--- config.mk ---
export PLATFORM = sky130hd
export DESIGN_NAME = linrd_engine
export DESIGN_NICKNAME = d
export VERILOG_FILES = /design/src/rtl/lrd_pkg.sv /design/src/rtl/lrd_regs.sv /design/src/rtl/lrd_seq.sv /design/src/rtl/linrd_engine.sv
export SDC_FILE = /design/constraint.sdc
export NUM_CORES = 1
export LEC_CHECK = 0
export ABC_AREA = 0
export BUFFER_PORTS_ARGS = -buffer_cell sky130_fd_sc_hd__buf_2
export CAP_MARGIN = 0
export CORE_AREA = 2 2 154 156
export CTS_CLUSTER_SIZE = 16
export DETAILED_ROUTE_END_ITERATION = 10
export DIE_AREA = 0 0 156 158
export PLACE_DENSITY_LB_ADDON = 0.05
export REMOVE_ABC_BUFFERS = 1
export SETUP_SLACK_MARGIN = 0.1
export SLEW_MARGIN = 10
export SYNTH_ARGS = -nofsm -noshare
export SYNTH_HDL_FRONTEND = slang
export SYNTH_SLANG_ARGS = --single-unit
--- constraint.sdc ---
create_clock -name clk -period 3.65 [get_ports clk]
set_input_delay 0.1825 -clock clk [delete_from_list [all_inputs] [get_ports clk]]
set_output_delay 0.1825 -clock clk [all_outputs]
set_load 0.05 [all_outputs]
--- src/rtl/lrd_pkg.sv ---
// Shared register map, field positions and types of the window read engine.
// Assumes a 32-bit register write port and a fixed operation-word layout.
package lrd_pkg;
    localparam logic [2:0] REG_OPCFG = 3'd0;
    localparam logic [2:0] REG_CTRL  = 3'd1;
    localparam logic [2:0] REG_BASE  = 3'd2;
    localparam logic [2:0] REG_RANGE = 3'd3;
    localparam logic [2:0] REG_STAT  = 3'd4;

    localparam int CFG_READ_BIT  = 23;
    localparam int CFG_DUMMY_LSB = 17;
    localparam int CFG_ABYTE_LSB = 14;
    localparam int CFG_DDR_BIT   = 8;
    localparam int CTRL_EN_BIT   = 31;
    localparam int CTRL_SLV_LSB  = 21;
    localparam int STAT_OFF_BIT  = 11;

    typedef struct packed {
        logic       rd;
        logic [5:0] dummy;
        logic [2:0] abytes;
        logic       ddr;
    } opcfg_t;

    typedef enum logic [1:0] {ST_IDLE, ST_SHIFT, ST_RESP} seq_state_t;

    function automatic opcfg_t unpack_cfg(input logic [31:0] w);
        opcfg_t c;
        c.rd     = w[CFG_READ_BIT];
        c.dummy  = w[CFG_DUMMY_LSB +: 6];
        c.abytes = w[CFG_ABYTE_LSB +: 3];
        c.ddr    = w[CFG_DDR_BIT];
        return c;
    endfunction
endpackage

--- src/rtl/lrd_regs.sv ---
// Register bank of the window read engine: operation word, control, base,
// window length and the sticky stopped status with its disable handshake.
// Assumes the sequencer reports idle whenever no read is accepted or pending.
module lrd_regs
    import lrd_pkg::*;
(
    input  logic        clk,
    input  logic        rst_n,
    input  logic        wr_en,
    input  logic [2:0]  wr_addr,
    input  logic [31:0] wr_data,
    input  logic        seq_idle,
    output opcfg_t      cfg,
    output logic        en,
    output logic        pend,
    output logic [1:0]  slave,
    output logic [7:0]  opcode,
    output logic [31:0] base,
    output logic [31:0] range,
    output logic        off_sts
);
    logic unused_wbits;
    assign unused_wbits = ^wr_data;

    // Register writes, disable request tracking and quiesce completion.
    always_ff @(posedge clk) begin
        if (!rst_n) begin
            cfg     <= '0;
            en      <= 1'b0;
            pend    <= 1'b0;
            slave   <= '0;
            opcode  <= '0;
            base    <= '0;
            range   <= '0;
            off_sts <= 1'b0;
        end else begin
            if (pend && seq_idle) begin
                en      <= 1'b0;
                pend    <= 1'b0;
                off_sts <= 1'b1;
            end
            if (wr_en) begin
                case (wr_addr)
                    REG_OPCFG: cfg   <= unpack_cfg(wr_data);
                    REG_BASE:  base  <= wr_data;
                    REG_RANGE: range <= wr_data;
                    REG_CTRL: begin
                        opcode <= wr_data[7:0];
                        slave  <= wr_data[CTRL_SLV_LSB +: 2];
                        if (wr_data[CTRL_EN_BIT]) begin
                            en   <= 1'b1;
                            pend <= 1'b0;
                        end else if (en) begin
                            pend <= 1'b1;
                        end
                    end
                    REG_STAT: if (wr_data[STAT_OFF_BIT]) off_sts <= 1'b0;
                    default: ;
                endcase
            end
        end
    end

    // the stopped status only rises after a pending disable met an idle engine
    assert_off_after_idle_R9: assert property (@(posedge clk) disable iff (!rst_n)
        $rose(off_sts) |-> $past(pend) && $past(seq_idle));
endmodule

--- src/rtl/lrd_seq.sv ---
// Serial sequencer: accepts window reads, refuses invalid ones, and runs the
// opcode, address, dummy and data phases in clock mode 0 on a single line.
// Assumes one serial half-cycle per clock and settings stable at acceptance.
module lrd_seq
    import lrd_pkg::*;
#(
    parameter int SLAVES = 4,
    parameter int OFF_W  = 16,
    parameter int AMAX   = 4
) (
    input  logic              clk,
    input  logic              rst_n,
    input  opcfg_t            cfg,
    input  logic              en,
    input  logic              pend,
    input  logic [1:0]        slave,
    input  logic [7:0]        opcode,
    input  logic [31:0]       base,
    input  logic [31:0]       range,
    input  logic              req_valid,
    output logic              req_ready,
    input  logic [OFF_W-1:0]  req_offset,
    output logic              rsp_valid,
    input  logic              rsp_ready,
    output logic [7:0]        rsp_data,
    output logic              rsp_err,
    output logic              sclk,
    output logic [SLAVES-1:0] cs_n,
    output logic              mosi,
    input  logic              miso,
    output logic              idle
);
    localparam int ADDR_BITS = 8 * AMAX;
    localparam int SH_W      = 8 + ADDR_BITS;
    localparam int CNT_W     = $clog2(8 + ADDR_BITS + 64 + 8 + 1);

    seq_state_t           state;
    logic [SH_W-1:0]      shreg;
    logic [CNT_W-1:0]     cyc, last_q, dstart_q;
    logic                 half, ddr_q, err_q;
    logic [7:0]           rx_q;

    logic [2:0]           ab_eff;
    logic [ADDR_BITS-1:0] addr_sum, addr_al;
    logic [CNT_W-1:0]     pre_cnt, last_cnt;
    logic                 hit_ok;

    // Effective address length, aligned address and phase lengths for a new read.
    assign ab_eff   = (cfg.abytes > 3'(AMAX)) ? 3'(AMAX) : cfg.abytes;
    assign addr_sum = ADDR_BITS'(base + 32'(req_offset));
    assign addr_al  = addr_sum << (8 * (AMAX - int'(ab_eff)));
    assign pre_cnt  = CNT_W'(8 + 8 * int'(ab_eff) + int'(cfg.dummy));
    assign last_cnt = pre_cnt + (cfg.ddr ? CNT_W'(3) : CNT_W'(7));
    assign hit_ok   = en && !pend && cfg.rd && (32'(req_offset) < range);

    assign req_ready = (state == ST_IDLE) && !pend;
    assign rsp_valid = (state == ST_RESP);
    assign rsp_data  = rx_q;
    assign rsp_err   = err_q;
    assign mosi      = shreg[SH_W-1];
    assign idle      = (state == ST_IDLE);

    // Phase sequencing, serial clock generation and data capture.
    always_ff @(posedge clk) begin
        if (!rst_n) begin
            state    <= ST_IDLE;
            shreg    <= '0;
            cyc      <= '0;
            last_q   <= '0;
            dstart_q <= '0;
            half     <= 1'b0;
            ddr_q    <= 1'b0;
            err_q    <= 1'b0;
            rx_q     <= '0;
            sclk     <= 1'b0;
            cs_n     <= '1;
        end else begin
            case (state)
                ST_IDLE: if (req_valid && req_ready) begin
                    if (hit_ok) begin
                        shreg    <= {opcode, addr_al};
                        cyc      <= '0;
                        half     <= 1'b0;
                        last_q   <= last_cnt;
                        dstart_q <= pre_cnt;
                        ddr_q    <= cfg.ddr;
                        cs_n     <= ~(SLAVES'(1) << slave);
                        state    <= ST_SHIFT;
                    end else begin
                        err_q <= 1'b1;
                        rx_q  <= '0;
                        state <= ST_RESP;
                    end
                end
                ST_SHIFT: begin
                    if (!half) begin
                        sclk <= 1'b1;
                        half <= 1'b1;
                        if (cyc >= dstart_q) rx_q <= {rx_q[6:0], miso};
                    end else begin
                        sclk  <= 1'b0;
                        half  <= 1'b0;
                        shreg <= shreg << 1;
                        if (ddr_q && cyc >= dstart_q) rx_q <= {rx_q[6:0], miso};
                        if (cyc == last_q) begin
                            cs_n  <= '1;
                            err_q <= 1'b0;
                            state <= ST_RESP;
                        end else begin
                            cyc <= cyc + 1'b1;
                        end
                    end
                end
                ST_RESP: if (rsp_ready) state <= ST_IDLE;
                default: state <= ST_IDLE;
            endcase
        end
    end

    // never more than one chip select active
    assert_cs_onehot_R11: assert property (@(posedge clk) disable iff (!rst_n)
        $onehot0(~cs_n));
    // clock rests low whenever no device is selected
    assert_sclk_idle_R2: assert property (@(posedge clk) disable iff (!rst_n)
        (&cs_n) |-> !sclk);
    // data line holds while the clock is high
    assert_mosi_hold_R2: assert property (@(posedge clk) disable iff (!rst_n)
        sclk |-> $stable(mosi));
    // a response is held with stable contents until taken
    assert_rsp_hold_R7: assert property (@(posedge clk) disable iff (!rst_n)
        rsp_valid && !rsp_ready |=> rsp_valid && $stable(rsp_data) && $stable(rsp_err));
endmodule

--- src/rtl/linrd_engine.sv ---
// Top of the memory-mapped flash read window engine: register bank plus
// serial sequencer. Assumes all inputs are synchronous to clk.
module linrd_engine
    import lrd_pkg::*;
#(
    parameter int SLAVES = 4,
    parameter int OFF_W  = 16,
    parameter int AMAX   = 4
) (
    input  logic              clk,
    input  logic              rst_n,
    input  logic              reg_we,
    input  logic [2:0]        reg_addr,
    input  logic [31:0]       reg_wdata,
    input  logic              win_req_valid,
    output logic              win_req_ready,
    input  logic [OFF_W-1:0]  win_req_offset,
    output logic              win_rsp_valid,
    input  logic              win_rsp_ready,
    output logic [7:0]        win_rsp_data,
    output logic              win_rsp_err,
    output logic              lrd_off,
    output logic              spi_sclk,
    output logic [SLAVES-1:0] spi_cs_n,
    output logic              spi_mosi,
    input  logic              spi_miso
);
    opcfg_t      cfg;
    logic        en, pend, seq_idle;
    logic [1:0]  slave;
    logic [7:0]  opcode;
    logic [31:0] base, range;

    lrd_regs u_regs (
        .clk(clk), .rst_n(rst_n), .wr_en(reg_we), .wr_addr(reg_addr),
        .wr_data(reg_wdata), .seq_idle(seq_idle), .cfg(cfg), .en(en),
        .pend(pend), .slave(slave), .opcode(opcode), .base(base),
        .range(range), .off_sts(lrd_off)
    );

    lrd_seq #(.SLAVES(SLAVES), .OFF_W(OFF_W), .AMAX(AMAX)) u_seq (
        .clk(clk), .rst_n(rst_n), .cfg(cfg), .en(en), .pend(pend),
        .slave(slave), .opcode(opcode), .base(base), .range(range),
        .req_valid(win_req_valid), .req_ready(win_req_ready),
        .req_offset(win_req_offset), .rsp_valid(win_rsp_valid),
        .rsp_ready(win_rsp_ready), .rsp_data(win_rsp_data),
        .rsp_err(win_rsp_err), .sclk(spi_sclk), .cs_n(spi_cs_n),
        .mosi(spi_mosi), .miso(spi_miso), .idle(seq_idle)
    );
endmodule

==> out/results.tsv, run 1 <==
stage	metric	value	unit
synthesis	synth_area_leader_cell	dfxtp_1	
floorplanning	die_h	158	um
sta	fin_crit	3.038	ns
synthesis	synth-edff-count	0	
place	pre_cts_ws	0.6490	ns
floorplanning	coreArea	23050	sq um
place	hpwlAfterDp	19200	um
cts	cts_buffers	17	
synthesis	synth_xor_area_share	4.464	%
cts	htree_levels	4	
floorplanning	io_pins	75	
floorplanning	row_count	56	
synthesis	synth_flop_cell	dfxtp_1	
layout	multi_input_comb_area	5224	sq um
routing	drt_iter0_markers	625	
routing	wirelength	26570	um
synthesis	synth.area.mux_share	1.830	%
sta	skew	0.01471	ns
sta	setup_tns	0	ns
worst_hold_path	hp-class	in -> reg	
cts	path_clk_slew	0.07	ns
synthesis	ys_seq_area_share	37.04	%
cts	cts_sinks	167	
synthesis	yosysMostFrequentCell	nand2_1	
routing	routedWlPerCell	17.33	um
synthesis	ys_seq_elements	167	
layout	final_area	10380	sq um
synthesis	synth_cell_types	75	
layout	fill_cells	2399	
grt	grt_pass1_wl	42740	um
layout	n_antenna_cell	0	
routing	drc	0	
routing	viasPerCell	5.405	
routing	vias	8286	
power	leakage	3.868	nW
synthesis	syn_inst	1169	
grt	grt_use_total	22.06	%
cts	clock_latency	0.44	ns
sta	setup_violations	0	
cts	clockRootBuffer	clkbuf_16	
sta	maxSlewHeadroom	31.28	%
grt	antenna_found_initial	0	
synthesis	syn_area	9025	sq um
worst_setup_path	endpoint_kind	flop	
layout	final_nets	1335	
grt	grt_pass1_vias	7768	
routing	ant_nets	0	
synthesis	synth_top_cell_area_share	37.04	%
sta	grt_setup_unrepaired	no	
synthesis	yosys.area_share.adder	6.821	%
worst_setup_path	cp.arrival	3.33	ns
floorplanning	fp.dieW	156	um
cts	cts_buffer_depth	2	
layout	final_core_util	45.02	%
grt	gr-total-overflow	0	
place	gp_congestion	0.9425	
grt	grt_max_degree	81	
worst_setup_path	startpoint_type	flop	
place	place_area	9599	sq um
sta	fin_crit_sh	83.23	%
layout	final_cells	1533	
worst_setup_path	cp.required	3.94	ns
worst_setup_path	crit_fanout	8	
power	ir_drop	0.0002479	V
power	power_density	394.6	nW/um^2
cts	postCtsSetupBuffers	0	
place	port_buffers	74	
synthesis	synth_top_family_by_area	simple AND/OR/NAND/NOR gates	
synthesis	synthArstFlopShare	0	%
routing	dr.pass1.iters	5	
floorplanning	start_util	39.15	%
synthesis	ys_top_cells_by_count	nand2_1, dfxtp_1, a21oi_1, nor2_1, clkbuf_1	
place	dp_cells	1482	
layout	syn2layout_area_growth	14.99	%
worst_setup_path	worstSetupPathType	reg -> reg	
synthesis	synth_compound_area_share	21.84	%
synthesis	ys_top_cells_by_area	dfxtp_1, nand2_1, a21oi_1	
synthesis	synth_warnings	0	
synthesis	yosys.area_share.simple	22.82	%
layout	drive_gt1_share	12.15	%
floorplanning	dieArea	24650	sq um
layout	seq_area	3343	sq um
job	cap_violations	0	
sta	max_freq	329.2	MHz
cts	post_cts_resized	0	
synthesis	synth_area_per_cell	7.720	sq um
sta	fin_ws	0.6121	ns
status	outcome	complete, no violations	
sta	finalHoldViolations	0	
sta	tightest_slew	1.029	ns
sta	slew_violations	0	
cts	cts_tree	done	
-- routing by layer --
metal	up-vias	share of wire, %	global-route usage [%]
li1	4209	-	-
met1	3849	52	33.00
met2	197	42	32.64
met3	31	4.0	3.203
met4	0	1.7	6.597
met5	-	0	0
-- cell usage in the layout (no fill, tap or decap), types with 6 or more instances in the layout --
| master | n |
|---|---|
| a21o_1 | 8 |
| nand3_1 | 30 |
| dlygate4sd3_1 | 19 |
| o21a_1 | 6 |
| nand2b_1 | 6 |
| clkbuf_16 | 17 |
| inv_1 | 43 |
| and2_1 | 8 |
| nor2_1 | 83 |
| nor4_1 | 10 |
| o21ai_0 | 42 |
| a211oi_1 | 14 |
| and3_1 | 10 |
| buf_2 | 74 |
| xor2_1 | 18 |
| a31oi_1 | 7 |
| buf_4 | 17 |
| nor3_1 | 18 |
| dfxtp_1 | 167 |
| nor2b_1 | 7 |
| a221oi_1 | 11 |
| o211ai_1 | 6 |
| mux2i_1 | 12 |
| ha_1 | 46 |
| a21oi_1 | 138 |
| nand4_1 | 7 |
| xnor2_1 | 28 |
| nand2_1 | 273 |
-- worst max-delay path: stages, from the launching register on --
cell      delay [ns]
dfxtp_1         0.33
inv_1           0.04
ha_1            0.28
a211oi_1        0.22
o21ai_1         0.12
a211o_1         0.35
and2_1          0.19
o41ai_1         0.36
a21oi_1         0.27
o21bai_1        0.49
mux2i_1         0.22
-- cell type report --
class / count / share of cell area (%)
clock buffers: 17 / 4.099
clock inverters: 15 / 1.567
inverters: 45 / 1.652
multi-input cells: 889 / 50.34
flip-flops and latches: 167 / 32.22
well taps: 290 / 3.496
repair buffers: 110 / 6.631
-- sequential cells by signal, indices dropped and copies added, names as in the netlist --
name / cells
u_seq.sclk: 1
u_regs.cfg: 11
u_seq.cs_n: 4
u_regs.en: 1
u_regs.slave: 2
u_regs.off_sts: 1
u_regs.base: 32
u_seq.rsp_err: 1
u_seq.half: 1
u_seq.state: 2
u_regs.range: 32
u_seq.ddr_q: 1
u_regs.opcode: 8
u_seq.dstart_q: 7
u_seq.last_q: 7
u_seq.shreg: 40
u_regs.pend: 1
u_seq.cyc: 7
u_seq.rsp_data: 8
-- path summary, 6_finish.rpt --
kind	from	cells past startpoint	end	slack, ns
hold / removal	reg_wdata[2]	3	u_regs.base[2]$_SDFFE_PN0P_	0.01
hold reg to reg	u_seq.dstart_q[1]$_SDFFE_PN0P_	2	u_seq.dstart_q[1]$_SDFFE_PN0P_	0.45
setup reg to reg	u_regs.range[2]$_SDFFE_PN0P_	10	u_seq.rsp_data[2]$_SDFFE_PN0P_	0.61
setup / recovery	u_regs.range[2]$_SDFFE_PN0P_	10	u_seq.rsp_data[2]$_SDFFE_PN0P_	0.61
-- per-stage QoR --
| stage | hold slack, ns | power [mW] |
|---|---|---|
| 6_report | 0.01381 | 4.095 |
| 3_3_place_gp | 0.4229 | 2.268 |
| 2_1_floorplan | 0.2444 | 2.105 |
| 3_5_place_dp | 0.4249 | 2.266 |
| 4_1_cts | 0.0001773 | 4.134 |
| 5_1_grt | 0.01002 | 4.244 |
-- cell families (layout without fill, tap and decap cells) --
group | after synthesis | in the layout
flip-flops | 167 | 167
AND/OR/NAND/NOR | 475 | 475
multiplexers | 16 | 16
adder cells (fa/ha/maj) | 48 | 48
XOR/XNOR | 46 | 46
AO/OA/AOI/OAI | 304 | 304
buffers and inverters | 113 | 187
-- repair_timing --
item,CTS,global route
hold buffers,19,0
endpoints found under the setup margin,0,0
endpoints found under the hold margin,28,0
-- where the power goes --
group          internal, mW  switching (mW)
combinational         0.132           0.246
sequential             1.84          0.0203
clock                 0.972           0.882
total                  2.95            1.15
Note: power is estimated with default switching activity, not from simulation.
==> run 2, diff against run 1 <==
clock period = 2.7 ns   (was 3.65 ns; I/O delays follow)
==> run 2 against run 1 <==
  * Worst hold slack better by 0.056 ns
  * Non-clock buffer count up 100
  * Sequential share of layout area down 3.9 points
  * Register-to-register slack lost 0.49 ns
  * Power is 38% higher
  * Combinational power rose by 74%
  * Setup slack got worse by 0.49 ns
  * Largest power group unchanged
  * Highest routed layer unchanged
==> out/results.tsv, run 2 (same netlist as run 1, synthesis figures left out) <==
stage	metric	value	unit
layout	largest-register	u_seq.shreg	
grt	grt_use_total	22.58	%
worst_hold_path	hold_end	u_seq.state[1]$_SDFFE_PN0P_	
power	ir_drop	0.0003304	V
sta	holdWs	0.06952	ns
layout	n_antenna_cell	0	
routing	wirelength	28360	um
cts	cts_buffer_depth	2	
worst_setup_path	cp.required	2.98	ns
worst_setup_path	r2r-end	u_seq.shreg[32]$_SDFFE_PN0P_	
sta	skew	0.01385	ns
floorplanning	start_util	39.15	%
sta	grt_setup_unrepaired	yes	
worst_hold_path	min_path_cells	3	
worst_setup_path	r2r-start	u_regs.range[13]$_SDFFE_PN0P_	
floorplanning	row_count	56	
layout	largestRegisters	u_seq.shreg: 40 flops, u_regs.base: 32 flops, u_regs.range: 32 flops	
sta	finalHoldViolations	0	
floorplanning	io_pins	75	
grt	antenna_found_initial	0	
worst_setup_path	endpoint_kind	flop	
grt	grt_pass1_wl	43730	um
worst_hold_path	hp-class	in -> reg	
status	outcome	complete, no violations	
cts	path_clk_slew	0.08	ns
worst_setup_path	crit_fanout	8	
cts	htree_levels	4	
sta	fin_ws	0.1187	ns
worst_hold_path	holdCritStartpoint	win_rsp_ready	
cts	cts_sinks	167	
cts	cts_buffers	17	
sta	max_freq	387.4	MHz
routing	routedWlPerCell	17.34	um
worst_setup_path	ff2ff_setup_slack	0.12	ns
power	power_density	476.3	nW/um^2
routing	ant_nets	0	
layout	final_cells	1635	
place	gp_congestion	0.9038	
worst_setup_path	worstSetupPathType	reg -> reg	
layout	layout_common_cells	nand2_1, dfxtp_1, a21oi_1, nor2_1, buf_4	
cts	clock_latency	0.44	ns
grt	grt_max_degree	80	
floorplanning	die_h	158	um
layout	final_common_cell	nand2_1	
place	pre_cts_ws	-0.1241	ns
worst_setup_path	r2r_cells	11	
routing	drc	0	
place	place_area	10100	sq um
routing	dr.pass1.iters	5	
layout	largest_reg_flops	40	
layout	syn2layout_area_growth	31.22	%
sta	setup_violations	0	
routing	viasPerCell	5.409	
layout	final_area	11840	sq um
sta	tightest_slew	0.9281	ns
worst_setup_path	startpoint_type	flop	
cts	clockRootBuffer	clkbuf_16	
worst_setup_path	cp.arrival	2.87	ns
sta	fin_crit	2.581	ns
sta	slew_violations	0	
floorplanning	dieArea	24650	sq um
job	cap_violations	0	
layout	drive_gt1_share	23.49	%
sta	setup_tns	0	ns
sta	fin_crit_sh	95.60	%
grt	gr-total-overflow	0	
sta	maxSlewHeadroom	38.13	%
cts	cts_tree	done	
floorplanning	coreArea	23050	sq um
place	dp_cells	1545	
routing	vias	8844	
routing	drt_iter0_markers	653	
layout	final_nets	1437	
place	hpwlAfterDp	19860	um
place	port_buffers	74	
grt	grt_pass1_vias	8003	
floorplanning	fp.dieW	156	um
power	leakage	4.533	nW
==> run 2: area by class of cell <==
type	instances	area, sq um
well taps	290	362.8
multi-input cells	891	5709
inverters	45	171.4
clock inverters	14	150.1
flip-flops and latches	167	3354
repair buffers	210	1655
fillers	2284	11210
clock buffers	18	439.2
==> run 2: worst max-delay path by stage <==
stage | start | endpoint | slack (ns)
after global routing | u_regs.base[0]$_SDFFE_PN0P_ | u_seq.shreg[30]$_SDFFE_PN0P_ | 0.02
after CTS | u_regs.range[6]$_SDFFE_PN0P_ | u_seq.shreg[28]$_SDFFE_PN0P_ | 0.09
after global placement | u_regs.range[19]$_SDFFE_PN0P_ | u_seq.shreg[16]$_SDFFE_PN0P_ | -0.09
final | u_regs.range[13]$_SDFFE_PN0P_ | u_seq.shreg[32]$_SDFFE_PN0P_ | 0.12
after floorplan | u_regs.cfg[3]$_SDFFE_PN0P_ | u_seq.shreg[1]$_SDFFE_PN0P_ | -0.92
after detailed placement | u_regs.range[19]$_SDFFE_PN0P_ | u_seq.shreg[16]$_SDFFE_PN0P_ | -0.12
==> run 2: routing by layer <==
metal  share of wire [%]  track usage, %  vias to the layer above
met1                  50           32.70                     4126
met4                 1.7           6.378                        0
met3                 5.0           3.778                       39
li1                    -               -                     4425
met2                  43           34.53                      254
met5                   0               0                        -
==> run 2: report_power, final <==
group          switching [mW]  internal [mW]
logic                   0.382          0.273
registers              0.0248           2.49
clock network            1.20           1.27
total                    1.61           4.03
==> run 2: critical path, cell delays in order (launching register included) <==
cell,delay (ns)
dfxtp_2,0.33
inv_2,0.04
ha_4,0.21
a21oi_4,0.14
o2111ai_4,0.16
or4_4,0.55
a21oi_4,0.19
buf_6,0.15
or3_4,0.25
buf_12,0.15
clkbuf_16,0.15
a311oi_2,0.09
==> run 2: what timing repair did <==
item	in CTS	in global routing
resized for setup	39	77
hold endpoints to repair	83	0
pin swaps	21	35
buffers inserted	8	6
hold buffers	35	0
setup endpoints to repair	68	61
gates cloned	3	6
==> run 2: stage by stage <==
stage	utilization [%]	total power, mW
final	51.37	5.641
after global placement	43.80	3.127
after global routing	51.37	5.849
after detailed placement	43.80	3.123
after CTS	49.17	5.654
after floorplan	-	2.846
